$ cat src/rtl/vrr_pkg.sv
package vrr_pkg;
  localparam int REGS      = 32;
  localparam int REG_IDX_W = $clog2(REGS);
  localparam int WIDTH_W   = 2;

  // Configuration word, LSB first: class, key, target, width, vec, simd, bank
  typedef struct packed {
    logic                 bank;
    logic                 simd;
    logic                 vec;
    logic [WIDTH_W-1:0]   width;
    logic [REG_IDX_W-1:0] target;
    logic [REG_IDX_W-1:0] key;
    logic                 fp;
  } cfg_word_t;

  // One slot of a lookup table
  typedef struct packed {
    logic [REG_IDX_W-1:0] target;
    logic [WIDTH_W-1:0]   width;
    logic                 vec;
    logic                 simd;
  } map_slot_t;

  localparam int CFG_W  = $bits(cfg_word_t);
  localparam int SLOT_W = $bits(map_slot_t);
endpackage

$ cat src/rtl/vrr_cfg_store.sv
module vrr_cfg_store
  import vrr_pkg::*;
#(
  parameter int ENTRIES = 16,
  localparam int IDX_W  = $clog2(ENTRIES)
) (
  input  logic             clk,
  input  logic             rst_n,
  input  logic             wr_en,
  input  logic             lock,
  input  logic [IDX_W-1:0] wr_idx,
  input  cfg_word_t        wr_word,
  input  logic [IDX_W-1:0] rd_idx,
  output cfg_word_t        rd_word
);
  cfg_word_t [ENTRIES-1:0] mem_q;
  cfg_word_t [ENTRIES-1:0] mem_d;
  logic                    mem_en;

  assign mem_en = wr_en && !lock;

  always_comb begin
    mem_d = mem_q;
    if (mem_en) mem_d[wr_idx] = wr_word;
  end

  always_ff @(posedge clk or negedge rst_n) begin
    if (!rst_n) mem_q <= '0;
    else if (mem_en) mem_q <= mem_d;
  end

  assign rd_word = mem_q[rd_idx];

  // a write during a rebuild leaves every configuration word untouched
  a_r9_locked_write: assert property (@(posedge clk) disable iff (!rst_n)
    (wr_en && lock) |=> $stable(mem_q));
endmodule

$ cat src/rtl/vrr_setup_seq.sv
module vrr_setup_seq #(
  parameter int ENTRIES = 16,
  localparam int IDX_W  = $clog2(ENTRIES),
  localparam logic [IDX_W-1:0] LAST = IDX_W'(ENTRIES - 1)
) (
  input  logic             clk,
  input  logic             rst_n,
  input  logic             start,
  output logic             busy,
  output logic             done,
  output logic             clr,
  output logic             apply,
  output logic [IDX_W-1:0] idx
);
  typedef enum logic [1:0] {S_IDLE, S_CLEAR, S_WALK, S_FIN} state_t;

  state_t           state_q, state_d;
  logic [IDX_W-1:0] idx_q, idx_d;

  always_comb begin
    state_d = state_q;
    idx_d   = idx_q;
    unique case (state_q)
      S_IDLE:  if (start) state_d = S_CLEAR;
      S_CLEAR: begin
        state_d = S_WALK;
        idx_d   = '0;
      end
      S_WALK: begin
        if (idx_q == LAST) state_d = S_FIN;
        else               idx_d   = idx_q + 1'b1;
      end
      S_FIN:   state_d = S_IDLE;
      default: state_d = S_IDLE;
    endcase
  end

  always_ff @(posedge clk or negedge rst_n) begin
    if (!rst_n) begin
      state_q <= S_IDLE;
      idx_q   <= '0;
    end else begin
      state_q <= state_d;
      idx_q   <= idx_d;
    end
  end

  assign busy  = (state_q == S_CLEAR) || (state_q == S_WALK);
  assign done  = (state_q == S_FIN);
  assign clr   = (state_q == S_CLEAR);
  assign apply = (state_q == S_WALK);
  assign idx   = idx_q;

  // a request seen while idle starts the rebuild on the next cycle
  a_r6_start: assert property (@(posedge clk) disable iff (!rst_n)
    (state_q == S_IDLE && start) |=> busy);
  // completion is flagged only right after a busy cycle
  a_r6_done_after_busy: assert property (@(posedge clk) disable iff (!rst_n)
    $rose(done) |-> $past(busy));
  // busy and done never overlap
  a_r6_exclusive: assert property (@(posedge clk) disable iff (!rst_n)
    !(busy && done));
  // entries are visited in ascending order
  a_r4_ascending: assert property (@(posedge clk) disable iff (!rst_n)
    (apply && idx_q != LAST) |=> (apply && idx_q == $past(idx_q) + 1'b1));
endmodule

$ cat src/rtl/vrr_map_table.sv
module vrr_map_table
  import vrr_pkg::*;
(
  input  logic                 clk,
  input  logic                 rst_n,
  input  logic                 clr,
  input  logic                 we,
  input  logic [REG_IDX_W-1:0] waddr,
  input  map_slot_t            wdata,
  input  logic [REG_IDX_W-1:0] raddr,
  output map_slot_t            rdata
);
  map_slot_t [REGS-1:0] slot_q;
  map_slot_t [REGS-1:0] slot_d;
  logic                 slot_en;

  assign slot_en = clr || we;

  always_comb begin
    slot_d = slot_q;
    if (clr)     slot_d = '0;
    else if (we) slot_d[waddr] = wdata;
  end

  always_ff @(posedge clk or negedge rst_n) begin
    if (!rst_n) slot_q <= '0;
    else if (slot_en) slot_q <= slot_d;
  end

  assign rdata = slot_q[raddr];

  // a clear cycle leaves every slot zero
  a_r3_clear_all: assert property (@(posedge clk) disable iff (!rst_n)
    clr |=> (slot_q == '0));
  // a write lands exactly the given slot contents at the given index
  a_r4_write_lands: assert property (@(posedge clk) disable iff (!rst_n)
    (we && !clr) |=> (slot_q[$past(waddr)] == $past(wdata)));
endmodule

$ cat src/rtl/vrr_loader.sv
module vrr_loader
  import vrr_pkg::*;
#(
  parameter int ENTRIES = 16,
  localparam int IDX_W  = $clog2(ENTRIES)
) (
  input  logic                 clk,
  input  logic                 rst_n,
  input  logic                 cfg_we,
  input  logic [IDX_W-1:0]     cfg_addr,
  input  logic [CFG_W-1:0]     cfg_wdata,
  input  logic                 setup_req,
  output logic                 busy,
  output logic                 done,
  input  logic                 lk_fp,
  input  logic [REG_IDX_W-1:0] lk_reg,
  output logic [REG_IDX_W-1:0] lk_target,
  output logic [WIDTH_W-1:0]   lk_width,
  output logic                 lk_vec,
  output logic                 lk_simd
);
  localparam int CLASSES = 2;

  logic             clr, apply;
  logic [IDX_W-1:0] walk_idx;
  cfg_word_t        cur_word;
  map_slot_t        cur_slot;
  map_slot_t        tbl_rd  [CLASSES];
  map_slot_t        lk_slot;
  logic             take;

  vrr_setup_seq #(.ENTRIES(ENTRIES)) u_seq (
    .clk   (clk),
    .rst_n (rst_n),
    .start (setup_req),
    .busy  (busy),
    .done  (done),
    .clr   (clr),
    .apply (apply),
    .idx   (walk_idx)
  );

  vrr_cfg_store #(.ENTRIES(ENTRIES)) u_store (
    .clk     (clk),
    .rst_n   (rst_n),
    .wr_en   (cfg_we),
    .lock    (busy),
    .wr_idx  (cfg_addr),
    .wr_word (cfg_word_t'(cfg_wdata)),
    .rd_idx  (walk_idx),
    .rd_word (cur_word)
  );

  // Reserved bank value: entry is not applied
  assign take = apply && !cur_word.bank;

  assign cur_slot = '{target: cur_word.target, width: cur_word.width,
                      vec: cur_word.vec, simd: cur_word.simd};

  for (genvar c = 0; c < CLASSES; c++) begin : g_tbl
    vrr_map_table u_tbl (
      .clk   (clk),
      .rst_n (rst_n),
      .clr   (clr),
      .we    (take && (cur_word.fp == 1'(c))),
      .waddr (cur_word.key),
      .wdata (cur_slot),
      .raddr (lk_reg),
      .rdata (tbl_rd[c])
    );
  end

  always_comb begin
    lk_slot = tbl_rd[lk_fp];
    if (busy) lk_slot = '0;
  end

  assign lk_target = lk_slot.target;
  assign lk_width  = lk_slot.width;
  assign lk_vec    = lk_slot.vec;
  assign lk_simd   = lk_slot.simd;

  // a reserved-bank entry never reaches either table
  a_r8_bank_skipped: assert property (@(posedge clk) disable iff (!rst_n)
    (apply && cur_word.bank) |-> !(g_tbl[0].u_tbl.we || g_tbl[1].u_tbl.we));
  // nothing is in progress right after reset
  a_r10_reset_idle: assert property (@(posedge clk)
    !rst_n |=> (!busy && !done));
endmodule

$ cat config.mk
export PLATFORM = sky130hd
export DESIGN_NAME = vrr_loader
export DESIGN_NICKNAME = d
export VERILOG_FILES = /design/src/rtl/vrr_pkg.sv /design/src/rtl/vrr_cfg_store.sv /design/src/rtl/vrr_setup_seq.sv /design/src/rtl/vrr_map_table.sv /design/src/rtl/vrr_loader.sv
export SDC_FILE = /design/constraint.sdc
export NUM_CORES = 1
export LEC_CHECK = 0
export BUFFER_PORTS_ARGS = -buffer_cell sky130_fd_sc_hd__buf_4
export CAP_MARGIN = 20
export CORE_ASPECT_RATIO = 1.1
export CORE_UTILIZATION = 50
export CTS_CLUSTER_DIAMETER = 100
export DETAILED_ROUTE_END_ITERATION = 6
export GPL_ROUTABILITY_DRIVEN = 0
export PLACE_DENSITY = 0.63
export SYNTH_ARGS = -nofsm -noshare
export SYNTH_HDL_FRONTEND = slang
export SYNTH_SLANG_ARGS = --single-unit
$ cat constraint.sdc
create_clock -name clk -period 10 [get_ports clk]
set_input_delay 2 -clock clk [delete_from_list [all_inputs] [get_ports clk]]
set_output_delay 2 -clock clk [all_outputs]
set_load 0.005 [all_outputs]
==> impl_results.md, run 1 <==
* Clk Latency, worst-skew pair at 0.64 ns
* Num CTS Buffers at 91
* Ports at 41
* Worst hold path class: flop to flop
* Initial Utilization at 50.4%
* Synth cell types at 43
* Count of flip-flops with a built-in enable after synthesis at 0
* TritonCTS clock tree: built
* CTS Sinks at 838
* Global-route wire length before repair at 167,000 um
* Filler instances at 5,858
* Vias at 24,200
* Comb power frac at 35.2%
* Crit path DAT at 4.98 ns
* Top cell types by occurrence after synthesis: 838 x dfrtp_1, 321 x a22o_1, 260 x mux2_2, 256 x o2bb2ai_1, 246 x mux4_2
* Psw at 0.00468 W
* Inst Count DP at 3,317
* CP top delay family: buffers and inverters
* Seq pwr share at 36.2%
* Critical path class: input port to output port
* Synthesized area at 0.0376 mm2
* H-Tree Depth at 3
* DRT Wirelength at 111,000 um
* Count of final hold-check violations at 0
* Count leader, synth: dfrtp_1
* DRC viols at 0
* Final Skew at 0.0239 ns
* Peak supply drop at 0.244 mV
* Final Critical Period at 6.98 ns
* Int Pwr at 0.00728 W
* Switching part of the total power at 39.2%
* Reg-to-Reg End: g_tbl[0].u_tbl.slot_q[213]
* Synth-to-Final Area Change at 11.7%
* Buffers on Ports at 40
* Worst-case reg-to-reg path depth at 8
* Yosys top cell by area: dfrtp_1
* Post-synth top flop: dfrtp_1
* DR WL/cell at 31.7 um
* Crit-path slowest cell: buf_8
* Async SR Flop Fraction at 100%
* # rows at 105
* Core Region at 0.0745 mm2
* CTS Root Cell: clkbuf_16
* Setup Fix Bufs, Post-CTS at 0
* Status: finished, final reports clean
* All-Layer GR Usage at 29.7%
* DIE AREA at 0.0762 mm2
* Diode count at 0
* Layout Nets at 2,485
* Final Setup Violations at 0
* DRT iter0 DRCs at 2,175
* Vias per inst at 6.94
* DIE WIDTH at 263 um
* Setup_tns at 0 ns
* Post-CTS Hold Buffers at 0
* Utilization after layout at 56.3%
* Achievable clock frequency at 143 MHz
* Hold depth at 1
* Setup crit start kind: input port
* Routed Antenna Nets at 0
* Seq/Total Area, Yosys at 55.8%
* Max incr delay on CP at 0.60 ns
* Max cap viols at 0
* Largest net degree at the start of global routing at 183
* Yosys reg bits at 838
* Largest cells by area after synthesis: dfrtp_1 56%, mux4_2 15%, mux2_2 7.8%
* Clock Pin Slew Worst Setup and Hold Paths at 0.06 ns
* Least-Margin Pin Slew at 1.14 ns
* Min-Delay Endpoint: g_tbl[1].u_tbl.slot_q[237]
* Critical path cell sequence: buf_8, buf_4, mux4_2, mux4_2, mux2i_1, o22ai_1, buf_4
* Fin crit share at 69.8%
* Max_slew headroom at 24.0%
* Dpl hpwl at 67,000 um
* YS warnings at 0
* Die H at 289 um
* Post_cts resized at 0
* Avg Cell Area, Syn at 15.3 um2
* Share of post-route cells with drive strength above 1 at 33.7%
* Worst R2R Start: u_seq.idx[0]
* Worst Path Required at 8.00 ns
* R2R Setup Slk at 4.77 ns
* Pwr dens at 285 mW/mm2
* CP max FO at 72
* Critical Path Sink Type: output port
* Hold path startpoint: g_tbl[1].u_tbl.slot_q[237]
* Clock network fraction of total power at 28.6%
* Syn Nets at 2,488
* Initial antenna violation count at 0
* RSZ-0062 raised after global routing: no
* Grt ovf at 0
* First drt pass iteration count at 5
* Mapped Cells at 2,453
* Yosys top cell area share at 55.8%
* Leak at 18.1 nW
* Finished Layout Cells at 3,486
* Buf/Inv on CP at 3
* Vias in the first global route at 25,600
* CTS max path bufs at 3
* Final Max Tran Viols at 0
-- flip-flops by register name, indices dropped and copies added, names as in the netlist --
register and flops:
u_store.mem_q 256, u_seq.state_q 2, g_tbl.u_tbl.slot_q 576, u_seq.idx 4
-- worst register-to-register path, cell delays in order (launching register included) --
cell     delay [ns]
dfrtp_4        0.97
buf_4          0.69
mux4_2         0.62
a22oi_1        0.19
nand3_1        0.64
and3_2         0.51
buf_4          0.34
a21oi_2        0.96
a22o_1         0.25
-- worst max-delay path by stage --
stage	start	endpoint	slack, ns	cells after the start
6_report	lk_reg[0]	lk_target[4]	3.02	7
5_1_grt	lk_reg[0]	lk_target[4]	2.78	7
4_1_cts	lk_reg[0]	lk_target[4]	2.98	7
3_5_place_dp	lk_reg[0]	lk_target[4]	2.98	7
3_3_place_gp	lk_reg[0]	lk_target[4]	3.03	7
2_1_floorplan	lk_reg[0]	lk_simd	3.73	7
-- cell usage in the layout (no fill, tap or decap), types with 13 or more instances in the layout --
cell / netlist / final
nand2_1: 74 / 74
clkbuf_8: 0 / 26
clkinv_2: 0 / 16
mux2_2: 260 / 260
mux2i_1: 30 / 30
nand3_1: 19 / 19
nand4_1: 13 / 13
dfrtp_1: 838 / 835
clkbuf_1: 111 / 20
buf_4: 5 / 89
a22o_1: 321 / 321
a21oi_2: 57 / 57
o2bb2ai_1: 256 / 256
clkbuf_16: 0 / 95
nor2_1: 43 / 42
mux4_2: 246 / 246
-- per-layer routing --
layer / wire [um] / up-vias / GRT usage [%]
met5: 0 / - / 0
met4: 4490 / 0 / 11.9
met3: 9600 / 280 / 6.60
met2: 51800 / 1153 / 46.7
met1: 44700 / 12900 / 40.5
li1: - / 9813 / -
-- power groups by stage --
stage	logic, W	clock network [W]	registers (W)
floorplan	0.00265	0	0.00421
global placement	0.00400	0	0.00433
detailed placement	0.00408	0	0.00438
CTS	0.00409	0.00347	0.00432
global route	0.00437	0.00360	0.00440
finish	0.00421	0.00342	0.00433
-- cells by family (layout without fill, tap and decap cells) --
group	Yosys count	after routing	share of synthesized area [%]
adders and majority gates	5	5	0.167
xor gates and xnor gates	1	1	0.0233
muxes	536	536	23.3
buffers and inverters	199	269	2.25
AOI/OAI and AO/OA	664	664	15.3
and+or+nand+nor	210	210	3.04
DFF	838	838	55.8
-- per-stage QoR --
| stage | area [um2] | hold slack [ns] | power, W | worst slack [ns] |
|---|---|---|---|---|
| floorplan | 37600 | 0.451 | 0.00687 | 3.73 |
| global placement | 38800 | 0.465 | 0.00833 | 3.03 |
| detailed placement | 38800 | 0.468 | 0.00846 | 2.98 |
| CTS | 41900 | 0.485 | 0.0119 | 2.98 |
| global route | 41900 | 0.496 | 0.0124 | 2.78 |
| finish | 41900 | 0.482 | 0.0120 | 3.02 |
-- layout make-up --
class                   count  area [um2]  area share [%]
clock buffers             141        2810            6.70
repair buffers            100         876            2.09
multi-input cells        1416       15800            37.7
inverters                   3        11.3          0.0269
well taps                 963        1200            2.87
flip-flops and latches    838       21000            50.0
clock inverters            25         239           0.570
Note: power is estimated with default switching activity, not from simulation.
==> run 2, diff against run 1 <==
Settings changed: ABC_AREA set to 1, PLACE_DENSITY 0.63 to 0.66.
Clock period 10 ns to 6.33 ns, I/O delays scaled along.
==> run 2 against run 1 <==
Cell area up 8.7%; highest routed layer unchanged; clock skew down 0.0049 ns; cell count up 81%; global-route usage up 2.4 points; setup slack worse by 2.0 ns; synthesized area up 11%; clock power up 60%; combinational power up 120%; die area up 11%; non-clock buffer count up 32.
==> impl_results.md, run 2 <==
* Buf/Inv on CP at 4
* Count leader, synth: nand2_1
* Initial antenna violation count at 0
* Yosys top cell area share at 50.5%
* Count of final hold-check violations at 0
* Max reg flops at 576
* Global-route wire length before repair at 210,000 um
* First drt pass iteration count at 6
* Critical Path Sink Type: output port
* CP top delay family: buffers and inverters
* Routed Antenna Nets at 0
* Diode count at 0
* Commonest non-fill, non-tap cell in the layout: nand2_1
* Vias at 36,700
* Fin crit share at 84.3%
* Max_slew headroom at 30.9%
* Syn Nets at 5,345
* Dpl hpwl at 84,400 um
* Multi-input gate area at 0.0186 mm2
* # rows at 110
* Buffers on Ports at 40
* Yosys reg bits at 838
* Most used cell, CP: nand3_1
* R2R Setup Slk at 2.14 ns
* DIE WIDTH at 277 um
* Post_cts resized at 0
* Avg Cell Area, Syn at 7.83 um2
* Grt ovf at 0
* Reg area at 0.0210 mm2
* Least-Margin Pin Slew at 1.04 ns
* Adder-Cell Fraction of Synth Area at 0.151%
* DRC viols at 0
* Status: finished, final reports clean
* CP max FO at 53
* Multiplexer share of the synthesized area at 0%
* Final Max Tran Viols at 0
* Top cell types by occurrence after synthesis: 2,144 x nand2_1, 838 x dfrtp_1, 495 x nor2_1, 448 x nand3_1, 413 x o21ai_0
* Count of flip-flops with a built-in enable after synthesis at 0
* Critical path class: input port to output port
* Share of post-route cells with drive strength above 1 at 8.35%
* Die H at 304 um
* Final Critical Period at 5.34 ns
* Max incr delay on CP at 0.55 ns
* Pwr dens at 499 mW/mm2
* CTS max path bufs at 3
* Worst hold path class: flop to flop
* Worst Path Required at 5.06 ns
* Vias in the first global route at 35,000
* Seq/Total Area, Yosys at 50.5%
* Max cap viols at 0
* Synthesized area at 0.0416 mm2
* Critical path cell sequence: buf_8, inv_8, buf_4, o21bai_1, o221ai_1, nand3_1, nand3_1, nand3_1, a21oi_1, buf_4
* Filler instances at 7,761
* Peak supply drop at 0.373 mV
* Num CTS Buffers at 91
* Yosys top cell by area: dfrtp_1
* Clock Pin Slew Worst Setup and Hold Paths at 0.06 ns
* DR WL/cell at 21.4 um
* CTS Sinks at 838
* Final Setup Violations at 0
* Largest net degree at the start of global routing at 145
* Utilization after layout at 55.5%
* CTS Root Cell: clkbuf_16
* Async SR Flop Fraction at 100%
* Final Skew at 0.0190 ns
* Leak at 23.2 nW
* Vias per inst at 5.80
* TritonCTS clock tree: built
* Setup_tns at 0 ns
* Largest family of logic cells by synthesized area: simple AND/OR/NAND/NOR gates
* All-Layer GR Usage at 32.2%
* Clk Latency, worst-skew pair at 0.66 ns
* Largest cells by area after synthesis: dfrtp_1 50%, nand2_1 19%, nand3_1 5.4%
* DRT iter0 DRCs at 4,262
* Initial Utilization at 50.7%
* Crit path DAT at 4.07 ns
* Setup Fix Bufs, Post-CTS at 0
* H-Tree Depth at 3
* Synth cell types at 35
* Design area at 0.0456 mm2
* DRT Wirelength at 135,000 um
* RSZ-0062 raised after global routing: no
* YS warnings at 0
* Most flop-heavy register: g_tbl.u_tbl.slot_q
* Most frequent cells in the layout: 2,143 x nand2_1, 836 x dfrtp_1, 495 x nor2_1, 444 x nand3_1, 413 x o21ai_0
* Layout Nets at 5,220
* Placed inst area at 0.0425 mm2
* Setup crit start kind: input port
* Post-synthesis simple-gate area fraction at 32.5%
* Achievable clock frequency at 187 MHz
* Core Region at 0.0820 mm2
* Post-Synth XOR/XNOR Area at 0%
* Synth Area in Compound Gates at 12.0%
* Post-synth top flop: dfrtp_1
* Mapped Cells at 5,310
* Post-CTS Hold Buffers at 0
* Crit-path slowest cell: buf_4
* Synth-to-Final Area Change at 9.65%
* DIE AREA at 0.0843 mm2
* Ports at 41
==> run 2: changes by cell type in the layout (fill, tap and decap cells not counted), sizes merged, moves of 104 or more <==
cell | before | now
nand3 | 19 | 481
a22o | 321 | 0
o2bb2ai | 256 | 0
nand2 | 74 | 2221
mux4 | 246 | 0
inv | 4 | 108
o21ai | 6 | 435
mux2 | 260 | 0
nor2 | 47 | 510
o21bai | 0 | 144
==> run 2: worst paths after layout <==
path | from | to | cells after the start
max | lk_reg[0] | lk_width[1] | 10
min | g_tbl[0].u_tbl.slot_q[126] | g_tbl[0].u_tbl.slot_q[126] | 2
max reg2reg | u_seq.idx[0] | g_tbl[0].u_tbl.slot_q[69] | 10
min reg2reg | g_tbl[0].u_tbl.slot_q[126] | g_tbl[0].u_tbl.slot_q[126] | 2
max in group asynchronous | rst_n | u_seq.idx[1] | 2
min in group asynchronous | rst_n | g_tbl[0].u_tbl.slot_q[100] | 1
==> run 2: per-layer routing <==
| layer | track usage (%) | vias to the layer above | wire (um) |
|---|---|---|---|
| met1 | 43.8 | 17600 | 55400 |
| li1 | - | 17000 | - |
| met3 | 4.78 | 373 | 11200 |
| met5 | 0 | - | 0 |
| met4 | 16.1 | 0 | 7060 |
| met2 | 50.2 | 1723 | 61800 |
==> run 2: metrics by stage <==
step	instances	total power [W]	hold slack (ns)	worst slack [ns]
final	6319	0.0227	0.468	0.992
after global routing	6319	0.0238	0.481	1.06
after CTS	6319	0.0226	0.468	1.22
after detailed placement	6156	0.0171	0.453	1.22
after global placement	6156	0.0170	0.449	1.25
after floorplan	5310	0.0138	0.437	2.35
==> run 2: where the power goes <==
part           leakage, nW  switching (W)  total, W  internal, W
registers             11.5       0.000939   0.00780      0.00686
logic                 10.2        0.00730   0.00946      0.00215
clock network         1.51        0.00224   0.00548      0.00325
==> run 2: worst reg2reg max path, stage by stage (launching register included) <==
cell and delay [ns]:
dfrtp_4 0.74, inv_6 0.74, buf_4 0.52, nand2_1 0.10, nand3_1 0.08, nand3_1 0.09, nand3_1 0.12, nand3_1 0.68
inv_2 0.79, nand3_1 0.15, nand2_1 0.11
==> run 2: kinds of logic after synthesis <==
family | after synthesis
and+or+nand+nor | 3217
DFF | 838
AOI/OAI and AO/OA | 790
buffers and inverters | 460
adders and majority gates | 5
==> run 2: area by class of cell <==
| cell class | count | share of cell area (%) |
|---|---|---|
| multi-input cells | 4012 | 40.8 |
| well taps | 1064 | 2.92 |
| inverters | 110 | 0.969 |
| repair buffers | 132 | 2.60 |
| clock buffers | 138 | 5.98 |
| flip-flops and latches | 838 | 46.0 |
| clock inverters | 25 | 0.730 |
